--- src/rtl/golay_pkg.sv ---
package golay_pkg;
  localparam int unsigned HALF_W = 12;
  localparam int unsigned WORD_W = 2 * HALF_W;
  localparam int unsigned CIRC_N = HALF_W - 1;
  localparam int unsigned T_MAX  = 3;
  // ones of the circulant core, index k = 0..10, stored MSB = k 0
  localparam logic [CIRC_N-1:0] CORE_SEED = 11'b11011100010;

  typedef logic [HALF_W-1:0] half_t;
  typedef logic [WORD_W-1:0] word_t;

  function automatic half_t b_row(input int unsigned i);
    half_t r;
    r = '0;
    if (i == CIRC_N) begin
      for (int unsigned j = 0; j < CIRC_N; j++) r[j] = 1'b1;
    end else begin
      for (int unsigned j = 0; j < CIRC_N; j++)
        r[j] = CORE_SEED[CIRC_N-1-((i + j) % CIRC_N)];
      r[CIRC_N] = 1'b1;
    end
    return r;
  endfunction

  function automatic half_t mul_b(input half_t v);
    half_t acc;
    acc = '0;
    for (int unsigned i = 0; i < HALF_W; i++)
      if (v[i]) acc = acc ^ b_row(i);
    return acc;
  endfunction

  function automatic int unsigned weight(input half_t v);
    int unsigned n;
    n = 0;
    for (int unsigned i = 0; i < HALF_W; i++) n += int'(v[i]);
    return n;
  endfunction
endpackage

--- src/rtl/golay_syndrome.sv ---
module golay_syndrome
  import golay_pkg::*;
(
  input  word_t word_i,
  output half_t syn_o
);
  half_t data_h, par_h;
  assign data_h = word_i[WORD_W-1:HALF_W];
  assign par_h  = word_i[HALF_W-1:0];
  assign syn_o  = par_h ^ mul_b(data_h);
endmodule

--- src/rtl/golay_search.sv ---
module golay_search
  import golay_pkg::*;
(
  input  half_t syn_i,
  output word_t err_o,
  output logic  fail_o
);
  half_t syn2;
  half_t cand1 [HALF_W];
  half_t cand2 [HALF_W];
  logic [HALF_W-1:0] hit1, hit2;
  logic low1, low2;

  assign syn2 = mul_b(syn_i);
  assign low1 = weight(syn_i) <= T_MAX;
  assign low2 = weight(syn2) <= T_MAX;

  for (genvar i = 0; i < HALF_W; i++) begin : g_row
    assign cand1[i] = syn_i ^ b_row(i);
    assign cand2[i] = syn2 ^ b_row(i);
    assign hit1[i]  = weight(cand1[i]) <= T_MAX - 1;
    assign hit2[i]  = weight(cand2[i]) <= T_MAX - 1;
  end

  always_comb begin
    err_o  = '0;
    fail_o = 1'b0;
    if (low1) begin
      err_o = {{HALF_W{1'b0}}, syn_i};
    end else if (|hit1) begin
      for (int i = HALF_W - 1; i >= 0; i--)
        if (hit1[i]) begin
          err_o = {{HALF_W{1'b0}}, cand1[i]};
          err_o[HALF_W + i] = 1'b1;
        end
    end else if (low2) begin
      err_o = {syn2, {HALF_W{1'b0}}};
    end else if (|hit2) begin
      for (int i = HALF_W - 1; i >= 0; i--)
        if (hit2[i]) begin
          err_o = {cand2[i], {HALF_W{1'b0}}};
          err_o[i] = 1'b1;
        end
    end else begin
      fail_o = 1'b1;
    end
  end
endmodule

--- src/rtl/golay_correct.sv ---
module golay_correct
  import golay_pkg::*;
(
  input  half_t rx_data_i,
  input  word_t err_i,
  input  logic  fail_i,
  output half_t data_o,
  output logic  cor_o,
  output logic  unc_o
);
  assign data_o = fail_i ? rx_data_i : (rx_data_i ^ err_i[WORD_W-1:HALF_W]);
  assign cor_o  = !fail_i && (err_i != '0);
  assign unc_o  = fail_i;
endmodule

--- src/rtl/golay_stage.sv ---
module golay_stage #(
  parameter int unsigned W = 8
) (
  input  logic         clk_i,
  input  logic         rst_ni,
  input  logic [W-1:0] d_i,
  output logic [W-1:0] q_o
);
  always_ff @(posedge clk_i or negedge rst_ni) begin
    if (!rst_ni) q_o <= '0;
    else         q_o <= d_i;
  end
endmodule

--- src/rtl/golay_decoder.sv ---
module golay_decoder
  import golay_pkg::*;
#(
  parameter int unsigned PIPE_STAGES = 0
) (
  input  logic        clk_i,
  input  logic        rst_ni,
  input  logic [23:0] rx_word_i,
  output logic [11:0] data_o,
  output logic        corrected_o,
  output logic        uncorrectable_o
);
  localparam int unsigned A_W = WORD_W + HALF_W;
  localparam int unsigned B_W = WORD_W + WORD_W + 1;
  localparam int unsigned C_W = HALF_W + 2;

  word_t word_a, word_b, err_s, err_b;
  half_t syn_s, syn_a, data_c;
  logic  fail_s, fail_b, cor_c, unc_c;
  logic [A_W-1:0] pa_d, pa_q;
  logic [B_W-1:0] pb_d, pb_q;
  logic [C_W-1:0] pc_d, pc_q;

  golay_syndrome u_syn (.word_i(rx_word_i), .syn_o(syn_s));

  assign pa_d = {rx_word_i, syn_s};
  if (PIPE_STAGES > 0) begin : g_cut_a
    golay_stage #(.W(A_W)) u_reg (.clk_i, .rst_ni, .d_i(pa_d), .q_o(pa_q));
  end else begin : g_pass_a
    assign pa_q = pa_d;
  end
  assign {word_a, syn_a} = pa_q;

  golay_search u_search (.syn_i(syn_a), .err_o(err_s), .fail_o(fail_s));

  assign pb_d = {word_a, err_s, fail_s};
  if (PIPE_STAGES > 1) begin : g_cut_b
    golay_stage #(.W(B_W)) u_reg (.clk_i, .rst_ni, .d_i(pb_d), .q_o(pb_q));
  end else begin : g_pass_b
    assign pb_q = pb_d;
  end
  assign {word_b, err_b, fail_b} = pb_q;

  golay_correct u_corr (
    .rx_data_i(word_b[WORD_W-1:HALF_W]),
    .err_i    (err_b),
    .fail_i   (fail_b),
    .data_o   (data_c),
    .cor_o    (cor_c),
    .unc_o    (unc_c)
  );

  assign pc_d = {data_c, cor_c, unc_c};
  if (PIPE_STAGES > 2) begin : g_cut_c
    golay_stage #(.W(C_W)) u_reg (.clk_i, .rst_ni, .d_i(pc_d), .q_o(pc_q));
  end else begin : g_pass_c
    assign pc_q = pc_d;
  end
  assign {data_o, corrected_o, uncorrectable_o} = pc_q;

  AST_CLEAN_WORD: assert property (@(posedge clk_i) disable iff (!rst_ni)
    (syn_a == '0) |-> (err_s == '0 && !fail_s));
  AST_WEIGHT_BOUND: assert property (@(posedge clk_i) disable iff (!rst_ni)
    !fail_s |-> ($countones(err_s) <= T_MAX));
  AST_RESIDUAL_ZERO: assert property (@(posedge clk_i) disable iff (!rst_ni)
    !fail_b |-> ((word_b[HALF_W-1:0] ^ err_b[HALF_W-1:0]) == mul_b(data_c)));
  AST_UNC_PASSTHRU: assert property (@(posedge clk_i) disable iff (!rst_ni)
    unc_c |-> (data_c == word_b[WORD_W-1:HALF_W]));
  AST_FLAGS_EXCL: assert property (@(posedge clk_i) disable iff (!rst_ni)
    !(corrected_o && uncorrectable_o));
endmodule

--- config.mk ---
export PLATFORM = sky130hd
export DESIGN_NAME = golay_decoder
export DESIGN_NICKNAME = d
export VERILOG_FILES = /design/src/rtl/golay_pkg.sv /design/src/rtl/golay_syndrome.sv /design/src/rtl/golay_search.sv /design/src/rtl/golay_correct.sv /design/src/rtl/golay_stage.sv /design/src/rtl/golay_decoder.sv
export SDC_FILE = /design/constraint.sdc
export NUM_CORES = 1
export LEC_CHECK = 0
export ABC_CLOCK_PERIOD_IN_PS = 26200
export BUFFER_PORTS_ARGS = -buffer_cell sky130_fd_sc_hd__buf_2
export CORE_ASPECT_RATIO = 0.9
export CORE_MARGIN = 4
export CORE_UTILIZATION = 45
export DETAILED_ROUTE_END_ITERATION = 10
export PLACE_DENSITY = 0.67
export SETUP_SLACK_MARGIN = 0.3
export SYNTH_ARGS = -nofsm -noshare
export SYNTH_HDL_FRONTEND = slang
export SYNTH_SLANG_ARGS = --single-unit
--- constraint.sdc ---
create_clock -name vclk -period 26.2
set_clock_uncertainty 0.1 [all_clocks]
set_input_delay 1.31 -clock vclk [all_inputs]
set_output_delay 1.31 -clock vclk [all_outputs]
set_load 0.005 [all_outputs]
==> results.md, run 1 <==
- Outcome: completed
- RSZ-0062 raised after global routing: no
- Worst hold path startpoint: rx_word_i[18]
- Final period util: 0.447
- Worst hold slack: around 2.9 ns
- Setup TNS: 0 ns
- Drt first pass iters: 6
- Gpl congestion: ~0.97
- Vias per cell: ~5.6
- Slowest library cell on the worst path: ha_1
- Setup CP Type: in -> out
- Yosys top cell by area: fa_1
- Gate Count Post-Synth: approximately 1100
- Final non-filler cell total: about 1400
- Max_slew headroom: 0.225
- All-layer global routing usage: 0.223
- Vias in the first global route: 8158
- Critical path fanouts, max: 9
- Crit path DAT: roughly 10 ns
- Largest net degree at the start of global routing: 23
- Proportion of layout cells with a drive suffix above 1: 0.0981
- # DRC: 0
- Post_cts resized: 0
- Initial antenna violation count: 0
- Antenna cells: 0
- Mean Syn Cell Area: around 8.8 µm²
- Core Region: ~21000 µm²
- Max Freq: around 85 MHz
- ANT nets after route: 0
- Post-CTS Setup Inserts: 0
- Yosys top cell area share: 0.336
- Dpl cells: 1417
- Io pins: 40
- GRT overflow: 0
- Synth-to-layout area growth: 6.93%
- Commonest cells after routing, fill and taps aside: 211 x inv_1, 162 x fa_1, 117 x ha_1
- Mapped Area: 9650 µm²
- Initial DRC count: about 850
- Min-Delay Endpoint: data_o[6]
- Sequential fraction of the synthesis area: 0
- Hold Path Depth: 3
- Routed wire length: 25.9 mm
- Setup violations, final: 0
- Reg area: 0 µm²
- FFs & Latches: 0
- Setup crit start kind: input port
- Total Die Area: approximately 24000 µm²
- IO Port Bufs: 38
- Die H: ~150 µm
- Die X: 162 µm
- Fin. Hold Viols: 0
- Hold crit path type: in -> out
- Final min period: 11.72 ns
- Row cnt: 50
- Final Max Tran Viols: 0
- Initial Util: 0.461
- CP Capture Type: output port
- First-pass GRT wire length: 43.4 mm
- Vias: between 7000 and 8000
- Critical Path RT: roughly 25 ns
- Hpwl dp: 21.1 mm
- WL per Instance: ~18 µm
- Hold buffers post-CTS: 0
- Max-cap viol count: 0
- Synth cell types: between 70 and 80
- Max incr delay on CP: 0.53 ns
- Post-Syn Nets: between 1000 and 1500
- Most common library cell in the layout ignoring fill and taps: inv_1
- Area contributors post-synth: fa_1 34%, ha_1 15%, inv_1 8.2%
- Layout clock buffer count: 0
- Worst-Margin Slew: 1.15 ns
- Fin nets: 1438
- Synth warnings: 0
area by class of cell:
cell class	instances	area, µm²
well taps	286	358
inverters	213	801
multi-input cells	851	8750
repair buffers	67	408
fillers	2003	10600
layer usage:
layer	vias to the layer above	GRT usage	wire length [µm]
met1	3808	0.333	11800
li1	3684	-	-
met3	28	0.0384	2360
met4	0	0.0161	232
met2	356	0.357	11500
met5	-	0	0
critical path: cells and delay by family:
family,cells,cell delay [ns]
AO/OA/AOI/OAI,5,1.77
adder cells (fa/ha/maj),7,3.08
AND/OR/NAND/NOR,8,1.41
XOR/XNOR,5,1.42
buffers and inverters,9,1.28
how the worst max path moves through the flow:
| stage | startpoint | to | cells after the start |
|---|---|---|---|
| final | rx_word_i[23] | corrected_o | 34 |
| after global routing | rx_word_i[23] | corrected_o | 33 |
| after CTS | rx_word_i[23] | corrected_o | 34 |
| after detailed placement | rx_word_i[23] | corrected_o | 34 |
| after global placement | rx_word_i[23] | corrected_o | 34 |
| after floorplan | rx_word_i[13] | corrected_o | 27 |
cells by family after synthesis:
| family | Yosys count | share of synthesized area |
|---|---|---|
| AOI/OAI and AO/OA | 209 | 0.148 |
| buffers and inverters | 240 | 0.0953 |
| xor gates and xnor gates | 122 | 0.141 |
| and+or+nand+nor | 237 | 0.124 |
| muxes | 4 | 0.00415 |
| adders and majority gates | 279 | 0.488 |
synthesized netlist by cell type, types with 5 or more instances:
cell type and n:
inv_1 211, fa_1 162, ha_1 117, xnor2_1 68
nor2_1 57, a21oi_1 49, nand2_1 48, o21ai_0 41
xor2_1 29, nor2b_1 21, nand2b_1 20, nand3_1 17
or2_2 16, clkbuf_1 15, nor3_1 14, o31ai_1 12
a311oi_1 10, o21a_1 10, xnor2_2 10, a31oi_1 9
and2_1 9, nor4_1 9, buf_2 8, o22ai_1 8
a211oi_1 6, xnor3_1 6, a211o_1 5, nand4_1 5
o2111ai_1 5, o211ai_1 5, o21bai_1 5
through the flow:
step,util,cell area (µm²),setup WS (ns)
after floorplan,-,9650,15.17
after global placement,0.492,10300,14.59
after detailed placement,0.492,10300,14.56
after CTS,0.492,10300,14.55
after global routing,0.492,10300,13.78
final,0.492,10300,14.48
Power of run 1 is left out: the tool's default activity adds up to more than one toggle a clock period on the data nets, which glitch-free logic cannot reach.
==> run 2, diff against run 1 <==
- ABC_CLOCK_PERIOD_IN_PS: 26200 -> 11800
- clock period: 26.2 -> 11.8 ns (I/O delays scaled with it)
==> run 2 against run 1 <==
Worst setup slack worse by 13 ns; die area unchanged; wire length rose by 0.98%.
==> results.md, run 2 (synthesis results as in run 1) <==
- Outcome: completed
- Vias: 8087
- WL per Instance: roughly 18 µm
- CP Capture Type: output port
- Setup CP Type: in -> out
- Routed wire length: 26.2 mm
- Fill count: just under 2000
- Busiest grt layer: met2
- Fin nets: between 1000 and 1500
- Vias per cell: 5.69
- Max_slew headroom: 0.407
- RSZ-0062 raised after global routing: no
- Initial DRC count: ~940
- Bufs and invs on worst path: 10
- Proportion of layout cells with a drive suffix above 1: 0.102
- Gpl congestion: 0.967
- Reg area: 0 µm²
- Fin. Hold Viols: 0
- Row cnt: 50
- # DRC: 0
- Worst-Margin Slew: 0.880 ns
- Most common library cell in the layout ignoring fill and taps: inv_1
- Hpwl dp: around 21 mm
- FFs & Latches: 0
- Commonest cells after routing, fill and taps aside: 211 x inv_1, 162 x fa_1, 117 x ha_1
- Hold buffers post-CTS: 0
- Initial Util: 0.461
- Max incr delay on CP: roughly 0.54 ns
- Die X: ~160 µm
- Drt first pass iters: 8
- Slowest library cell on the worst path: ha_1
- Layout clock buffer count: 0
- Io pins: 40
- Post-CTS Setup Inserts: 0
- Met2 usage: 0.350
- Critical Path RT: ~11 ns
- GR Util met1: 0.337
- Setup TNS: 0 ns
- Critical path fanouts, max: 9
- Final Max Tran Viols: 0
- M3 GR Usage: 0.0331
- Largest net degree at the start of global routing: 20
- GRT overflow: 0
- Max-cap viol count: 0
- IO Port Bufs: 38
- First-pass GRT wire length: around 43 mm
- Post_cts resized: 0
- Total Die Area: roughly 24000 µm²
- Die H: ~150 µm
- Setup violations, final: 0
- Final min period: ~10 ns
- Multi-input logic area: a little under 9000 µm²
- Core Region: 21000 µm²
- ANT nets after route: 0
- Crit path DAT: between 9 and 10 ns
- Antenna cells: 0
- Setup crit start kind: input port
- Synth-to-layout area growth: 7.32%
- Max Freq: between 90 and 100 MHz
- Hold crit path type: in -> out
- All-layer global routing usage: 0.223
- Cell family with most CP delay: adder cells
- Initial antenna violation count: 0
- Final period util: 0.849
- Vias in the first global route: roughly 8000
[run 2: changes by cell type in the layout (fill, tap and decap cells not counted), sizes merged]
cell / before / now
buf: 67 / 72
[run 2: area by class of cell]
cell class	count	share of cell area
multi-input cells	851	0.845
well taps	286	0.0345
inverters	213	0.0773
repair buffers	72	0.0430
[run 2: metal layers]
| metal | up-vias | share of wire |
|---|---|---|
| li1 | 3686 | - |
| met1 | 3949 | 0.45 |
| met2 | 403 | 0.44 |
| met3 | 49 | 0.096 |
| met4 | 0 | 0.014 |
| met5 | - | 0 |
[run 2: metrics by stage]
stage	worst slack (ns)	hold WS, ns	cell area [µm²]	cells	utilization
final	1.78	1.41	10400	1422	0.494
after global placement	1.98	1.41	10400	1422	0.494
after CTS	1.88	1.42	10400	1422	0.494
after detailed placement	1.90	1.41	10400	1422	0.494
after floorplan	2.21	1.14	9650	1091	-
after global routing	1.30	1.43	10400	1422	0.494
[run 2: path summary, 6_finish.rpt]
kind                 startpoint     endpoint  slack (ns)  cells after the start
setup / recovery  rx_word_i[23]  corrected_o        1.78                     35
hold / removal    rx_word_i[21]    data_o[9]        1.41                      3
Power of run 2 is left out for the same reason.
